$ cat src/rtl/clkPrescalerPkg.sv
package clkPrescalerPkg;
  localparam int DATA_W = 8;
  localparam int ADDR_W = 2;
  localparam int DIV_W  = 4;
  localparam int MODE_W = 3;

  localparam logic [ADDR_W-1:0] ADDR_FAST = 2'd0;
  localparam logic [ADDR_W-1:0] ADDR_SLOW = 2'd1;
  localparam logic [ADDR_W-1:0] ADDR_AUX  = 2'd2;

  localparam logic [DATA_W-1:0] RST_FAST = 8'h4F;
  localparam logic [DATA_W-1:0] RST_SLOW = 8'hB6;
  localparam logic [DATA_W-1:0] RST_AUX  = 8'hFF;

  typedef struct packed {
    logic wrFast;
    logic wrSlow;
    logic wrAux;
  } ctrlStrobes_t;

  function automatic logic modeSupported(input logic [MODE_W-1:0] m);
    return (m == 3'b011) || (m == 3'b100) || (m == 3'b101);
  endfunction
endpackage

$ cat src/rtl/clkDivCounter.sv
module clkDivCounter #(
  parameter int W = 4,
  parameter logic [W-1:0] RST_LIM = '1
) (
  input  logic         clk,
  input  logic         rstN,
  input  logic         run,
  input  logic [W-1:0] limit,
  output logic         term
);
  logic [W-1:0] cnt;
  logic [W-1:0] curLim;

  assign term = run && (cnt == curLim);

  always_ff @(posedge clk) begin
    if (!rstN) begin
      cnt    <= '0;
      curLim <= RST_LIM;
    end else if (!run || term) begin
      cnt    <= '0;
      curLim <= limit;
    end else begin
      cnt <= cnt + 1'b1;
    end
  end
endmodule

$ cat src/rtl/clkPrescalerCtrl.sv
module clkPrescalerCtrl
  import clkPrescalerPkg::*;
(
  input  logic              regWrEn,
  input  logic [ADDR_W-1:0] regAddr,
  output ctrlStrobes_t      strobes
);
  always_comb begin
    strobes.wrFast = regWrEn && (regAddr == ADDR_FAST);
    strobes.wrSlow = regWrEn && (regAddr == ADDR_SLOW);
    strobes.wrAux  = regWrEn && (regAddr == ADDR_AUX);
  end
endmodule

$ cat src/rtl/clkPrescalerDatapath.sv
module clkPrescalerDatapath
  import clkPrescalerPkg::*;
(
  input  logic              clk,
  input  logic              rstN,
  input  ctrlStrobes_t      strobes,
  input  logic [ADDR_W-1:0] regAddr,
  input  logic [DATA_W-1:0] regWrData,
  output logic [DATA_W-1:0] regRdData,
  input  logic              srcStable,
  input  logic [1:0]        auxEn,
  output logic              fastTick,
  output logic              slowClk,
  output logic [1:0]        auxTick,
  output logic              modeValid
);
  localparam int FAST_STORE_W = DATA_W - 1;

  logic [FAST_STORE_W-1:0] fastReg;
  logic [DATA_W-1:0]       slowReg;
  logic [DATA_W-1:0]       auxReg;
  logic                    slowTerm;

  always_ff @(posedge clk) begin
    if (!rstN) begin
      fastReg <= RST_FAST[FAST_STORE_W-1:0];
      slowReg <= RST_SLOW;
      auxReg  <= RST_AUX;
    end else begin
      if (strobes.wrFast) fastReg <= regWrData[FAST_STORE_W-1:0];
      if (strobes.wrSlow) slowReg <= regWrData;
      if (strobes.wrAux)  auxReg  <= regWrData;
    end
  end

  always_comb begin
    case (regAddr)
      ADDR_FAST: regRdData = {1'b0, fastReg};
      ADDR_SLOW: regRdData = slowReg;
      ADDR_AUX:  regRdData = auxReg;
      default:   regRdData = '0;
    endcase
  end

  assign modeValid = modeSupported(fastReg[DIV_W +: MODE_W]);

  clkDivCounter #(.W(DIV_W), .RST_LIM(RST_FAST[DIV_W-1:0])) fastCnt (
    .clk(clk), .rstN(rstN), .run(1'b1),
    .limit(fastReg[DIV_W-1:0]), .term(fastTick)
  );

  clkDivCounter #(.W(DATA_W), .RST_LIM(RST_SLOW)) slowCnt (
    .clk(clk), .rstN(rstN), .run(1'b1),
    .limit(slowReg), .term(slowTerm)
  );

  always_ff @(posedge clk) begin
    if (!rstN)         slowClk <= 1'b0;
    else if (slowTerm) slowClk <= ~slowClk;
  end

  for (genvar g = 0; g < 2; g++) begin : gAux
    clkDivCounter #(.W(DIV_W), .RST_LIM(RST_AUX[g*DIV_W +: DIV_W])) auxCnt (
      .clk(clk), .rstN(rstN), .run(auxEn[g] && srcStable),
      .limit(auxReg[g*DIV_W +: DIV_W]), .term(auxTick[g])
    );
  end
endmodule

$ cat src/rtl/clkPrescalerBank.sv
module clkPrescalerBank
  import clkPrescalerPkg::*;
(
  input  logic              clk,
  input  logic              rstN,
  input  logic              regWrEn,
  input  logic [ADDR_W-1:0] regAddr,
  input  logic [DATA_W-1:0] regWrData,
  output logic [DATA_W-1:0] regRdData,
  input  logic              srcStable,
  input  logic              auxEn1,
  input  logic              auxEn2,
  output logic              fastTick,
  output logic              slowClk,
  output logic              aux1Tick,
  output logic              aux2Tick,
  output logic              modeValid
);
  ctrlStrobes_t strobes;
  logic [1:0]   auxTick;

  clkPrescalerCtrl ctrl (
    .regWrEn(regWrEn), .regAddr(regAddr), .strobes(strobes)
  );

  clkPrescalerDatapath dp (
    .clk(clk), .rstN(rstN), .strobes(strobes), .regAddr(regAddr),
    .regWrData(regWrData), .regRdData(regRdData), .srcStable(srcStable),
    .auxEn({auxEn2, auxEn1}), .fastTick(fastTick), .slowClk(slowClk),
    .auxTick(auxTick), .modeValid(modeValid)
  );

  assign aux1Tick = auxTick[0];
  assign aux2Tick = auxTick[1];
endmodule

$ cat config.mk
export PLATFORM = sky130hd
export DESIGN_NAME = clkPrescalerBank
export DESIGN_NICKNAME = d
export VERILOG_FILES = /design/src/rtl/clkPrescalerPkg.sv /design/src/rtl/clkDivCounter.sv /design/src/rtl/clkPrescalerCtrl.sv /design/src/rtl/clkPrescalerDatapath.sv /design/src/rtl/clkPrescalerBank.sv
export SDC_FILE = /design/constraint.sdc
export NUM_CORES = 1
export LEC_CHECK = 0
export BUFFER_PORTS_ARGS = -buffer_cell sky130_fd_sc_hd__buf_2
export CAP_MARGIN = 20
export CORE_ASPECT_RATIO = 1.1
export CORE_MARGIN = 1.5
export CORE_UTILIZATION = 30
export DETAILED_ROUTE_END_ITERATION = 8
export PLACE_DENSITY_LB_ADDON = 0.15
export SYNTH_ARGS = -nofsm -noshare
export SYNTH_HDL_FRONTEND = slang
export SYNTH_HIERARCHICAL = 1
export SYNTH_SLANG_ARGS = --single-unit
$ cat constraint.sdc
create_clock -name clk -period 1.25 [get_ports clk]
set_input_delay 0.1875 -clock clk [delete_from_list [all_inputs] [get_ports clk]]
set_output_delay 0.1875 -clock clk [all_outputs]
set_load 0.02 [all_outputs]
# Yosys cells after proc, flatten, opt, wreduce, memory -nomap -nowiden
# Cells that the tools add are included.
[totals] reg_bits=64 output_inout_bits=13 elab_cells=46
[op_classes] add_sub_neg=4 eq_ne=9 bitwise=2 reduce_logical=18 mux=1
[ops] cell="8-bit case mux with 3 select lines" n=1
[ops] cell="4-bit by 1-bit adder with 4-bit output, second input constant" n=3
[ops] cell="4-bit equality test" n=3
[ops] cell="8-bit by 1-bit adder with 8-bit output, second input constant" n=1
[ops] cell="8-bit equality test" n=1
[ops] cell="2-bit OR reduction" n=4
[ops] cell="1-bit logical AND" n=7
[ops] cell="3-bit equality test, second input constant" n=2
[ops] cell="1-bit logical OR" n=4
[ops] cell="3-bit by 2-bit equality test with 1-bit output, second input constant" n=1
[ops] cell="2-bit by 1-bit equality test with 1-bit output, second input constant" n=1
[ops] cell="2-bit equality test, second input constant" n=1
[ops] cell="1-bit zero test" n=2
[ops] cell="2-bit zero test" n=1
[ops] cell="1-bit NOT" n=2

# Longest topological paths before layout
[logic_depth] ltp_word=4 depth_mapped=5

# Modules after synthesis
# The synthesis kept the hierarchy.
[by_module_without_submodules] mod="clkPrescalerDatapath" cells_each=102 instances=1 area_per_inst_um2=1089.8
[by_module_without_submodules] mod="clkDivCounter at dp.fastCnt ..." cells_each=36 instances=3 area_per_inst_um2=360.3
[by_module_without_submodules] mod="clkDivCounter at dp.slowCnt" cells_each=80 instances=1 area_per_inst_um2=740.7
[by_module_without_submodules] mod="clkPrescalerCtrl" cells_each=3 instances=1 area_per_inst_um2=30.0

# Worst setup path after synthesis
# OpenSTA, ideal clock, no wires.
[synth_path] path_kind="register to output" from="register dp.gAux[0].auxCnt.curLim[1]" to="output port aux1Tick" arrival_ns=1.208 stages_incl_launch_ff=4 slack_ns=-0.146 n_path_buf=0 path_cell_list="dfxtp_1 -> xor2_1 -> nor4_4 -> and2_1"
[synth_between] elab_chain_cells=2
[synth_rtl] element="from (decl)" line="clkDivCounter.sv:12" rtl="logic [W-1:0] curLim;"
[synth_rtl] element="from (signal assigned)" line="clkDivCounter.sv:22" rtl="curLim <= limit;"
[synth_rtl] element="4-bit equality test" line="clkDivCounter.sv:14" rtl="assign term = run && (cnt == curLim);"
[synth_rtl] element="1-bit logical AND" line="clkDivCounter.sv:14"
[synth_rtl] element="to (decl)" line="clkPrescalerBank.sv:15" rtl="output logic aux1Tick,"
# No other way between the ends.

# Worst setup path after layout
[layout_path] from="register dp.gAux[1].auxCnt.curLim[0]" to="output port aux2Tick"
[layout_between] elab_chain_cells=2
[layout_rtl] element="from (decl)" line="clkDivCounter.sv:12"
[layout_rtl] element="from (signal assigned)" line="clkDivCounter.sv:22"
[layout_rtl] element="4-bit equality test" line="clkDivCounter.sv:14"
[layout_rtl] element="1-bit logical AND" line="clkDivCounter.sv:14"
[layout_rtl] element="to (decl)" line="clkPrescalerBank.sv:16" rtl="output logic aux2Tick,"
# No other way between the ends.

==> impl_results.md <==
- Run status: complete, but fails checks
- Failing checks: negative setup slack
- Commonest cells after routing, fill and taps aside: buf_4 (47), nand2_1 (42), dfxtp_2 (39)
- XOR/XNOR share of the synthesized area: 9.83%
- Required @ worst endpoint: 1.06 ns
- Largest family of logic cells by synthesized area: simple AND/OR/NAND/NOR gates
- Synth Area in Compound Gates: 10.3%
- Mux cell area share after synthesis: 11.6%
- Vias: 2,327
- Overall Global Routing Usage: 14.4%
- Clk slew on worst S/H paths: 0.07 ns
- CP arrival: 1.54 ns
- Largest net degree at the start of global routing: 23
- Critical R2R Launch: dp/fastCnt/cnt[3]$_SDFF_PP0_
- Peak Freq: 579 MHz
- Post-layout minimum cycle time: 1.73 ns
- Delay-heaviest family, CP: simple AND/OR/NAND/NOR gates
- First-pass GRT wire length: 11,600 um
- Syn avg cell area: 10.0 sq um
- Final setup vio count: 32
- Worst Skew: 0.00810 ns
- Setup slack at placement: -0.100 ns
- CTS tree: done
- RSZ-0062 raised after global routing: true
- Critical Path End: aux2Tick
- DP Wirelength: 5010 um
- Max-slew violations: 0
- Overall die width: 97.4 um
- Fillers: 984
- Die H: 107 um
- Hold WS: 0.0793 ns
- DRT iter0 DRCs: 50
- Synth top area share: 43.6%
- Slowest cell on crit path: dfxtp_1
- Area grow syn2layout: 42.5%
- Clk buf depth: 2
- Ys Warns: 6
- CTS root buf: clkbuf_8
- Initial core utilization: 31.1%
- Post-route DRC: 0
- Htree depth: 3
- Port Buffers: 28
- Leak Pwr: 1.77 nW
- Hold Vio Cnt, Final: 0
- Final setup TNS: -2.84 ns
- RePlAce Congestion: 0.713
- Worst setup margin: -0.477 ns
- CP bufs+invs: 1
- Critical path launch point: dp/gAux[1].auxCnt/curLim[0]$_SDFFE_PN1P_
- Layout cells sized above 1: 48.3%
- Max-Cap Viols: 0
- Maximum VDD drop: 0.000533 V
- Final net count: 398
- Post-route ant nets: 0
- CP Cell Sequence: xor2_2 -> nor4_4 -> and2_4 -> buf_6
- Crit Reg-Reg Endpoint: dp/fastCnt/curLim[1]$_SDFFE_PN1P_
- Simple-gate share of the synthesized area: 17.4%
- Min-delay worst type: primary input to register
- Antenna diodes: 0
- Core area: 9440 sq um
- Yosys reg bits: 64
- Via density per instance: 4.65
- DR WL/cell: 13.9 um
- Synth cell types: 33
- Register area share after synthesis: 43.6%
- Vias in the first global route: 2,430
- Ports: 29
- Critical Path Fanout Max: 2
- Worst R2R Setup Slack: -0.11 ns
- Commonest non-fill, non-tap cell in the layout: buf_4
- Initial antenna violation count: 0
- Dominant cells by area after synthesis: dfxtp_1 (44%), mux2i_1 (12%), nand2_1 (5.4%)
- Global route overflow: 0
- Pwr/cell area: 1050 nW/um^2
- Cell taking the most area after synthesis: dfxtp_1
- Worst-skew pair later-pin latency: 0.35 ns
- FF-to-FF path depth: 5
- Worst path max stage delay: 0.36 ns
- CTS sink cnt: 64
- Worst setup path class: register to output pin
- Fin crit share: 138%
- Mapped Cells: 293
- Drt first pass iters: 4
- Critical path startpoint category: register
- Setup crit end kind: output pin
- Synth Area in Adders: 1.70%
- Site Rows: 37
- Routed Wire Length: 6970 um
- Number of buffers created by CTS: 9
- Die area: 10,400 sq um
- Area of the mapped netlist: 2940 sq um
- Crit path depth: 4
## how the worst min path moves through the flow
stage,start,to,slack [ns],cells after the start
6_report,regWrData[7],dp/slowReg[7]$_SDFFE_PN1P_,0.08,3
3_5_place_dp,regWrData[7],dp/slowReg[7]$_SDFFE_PN1P_,0.43,3
2_1_floorplan,rstN,dp/fastCnt/curLim[0]$_SDFFE_PN1P_,0.27,1
5_1_grt,regWrData[7],dp/slowReg[7]$_SDFFE_PN1P_,0.09,3
4_1_cts,regWrData[7],dp/slowReg[7]$_SDFFE_PN1P_,0.05,3
3_3_place_gp,regWrData[7],dp/auxReg[7]$_SDFFE_PN1P_,0.42,3
## layer usage
layer	vias to the layer above	global-route usage, %	share of wire, %
met5	-	0	0
met4	0	7.86	1.9
met1	1116	16.5	43
li1	1175	-	-
met2	23	24.6	52
met3	13	3.72	3.2
## state kept, by name (all words and copies together), names as in the netlist
signal,cells
dp/auxReg,8
dp/fastCnt/cnt,4
dp/fastCnt/curLim,4
dp/fastReg,7
dp/gAux.auxCnt/cnt,8
dp/gAux.auxCnt/curLim,8
dp/slowClk,1
dp/slowCnt/cnt,8
dp/slowCnt/curLim,8
dp/slowReg,8
## power breakdown
group | internal (mW) | switching [mW]
Clock | 0.873 | 0.797
Combinational | 0.270 | 0.289
Sequential | 2.11 | 0.0598
Total | 3.26 | 1.15
## timing repair
| item | CTS | global route |
|---|---|---|
| pin swaps | 33 | 15 |
| resized for setup | 57 | 38 |
| hold buffers | 0 | 0 |
| hold endpoints to repair | 0 | 0 |
| endpoints found under the setup margin | 39 | 53 |
| setup buffers | 15 | 3 |
## cell families after synthesis
| kind of cell | count (synthesis) |
|---|---|
| adder cells (fa/ha/maj) | 4 |
| buffers and inverters | 30 |
| other | 1 |
| flip-flops | 64 |
| multiplexers | 34 |
| AND/OR/NAND/NOR | 92 |
| XOR/XNOR | 33 |
| AO/OA/AOI/OAI | 35 |
## final cells by class
cell class                      count  area (sq um)  share of cell area, %
Multi-Input combinational cell    206          1820                   43.5
Clock buffer                       13           169                   4.03
Clock inverter                      3          15.0                  0.358
Timing Repair Buffer               78           632                   15.1
Tap cell                          117           146                   3.49
Inverter                           19          71.3                   1.70
Sequential cell                    64          1330                   31.8
## stage by stage
| step | cells | power [mW] | cell area, sq um | util [%] |
|---|---|---|---|---|
| final | 500 | 4.40 | 4190 | 44.4 |
| after global placement | 468 | 2.68 | 3560 | 37.7 |
| after detailed placement | 468 | 2.68 | 3560 | 37.7 |
| after floorplan | 300 | 2.52 | 3070 | - |
| after global routing | 500 | 4.61 | 4190 | 44.4 |
| after CTS | 498 | 4.44 | 4010 | 42.5 |
## synthesized netlist by cell type
cell type   n
o211ai_2    1
and2_1      6
o2bb2ai_1   7
buf_2       2
nor3b_1     3
ha_1        4
nand4_2     2
o41a_1      3
xnor2_1    15
and3b_1     2
nor3b_2     1
o211ai_1   10
and3_1      1
buf_12      1
buf_4       2
nor2_1      9
and2b_4     1
o221ai_1   12
nand2_1    42
nor2b_1     5
xor2_1     18
a22o_1      1
nor3_1     11
clkbuf_1    3
conb_1      1
inv_1      19
o21a_1      1
nor4_4      3
buf_6       3
nor2b_4     1
dfxtp_1    64
nand3_1     5
mux2i_1    34
## worst register-to-register path: stages (launching register included)
cell and delay [ns]:
dfxtp_2 0.33, xor2_2 0.19, nor4_4 0.32, buf_4 0.17, buf_8 0.14, o221ai_2 0.09
No activity file was read; power rests on OpenSTA's default activity.
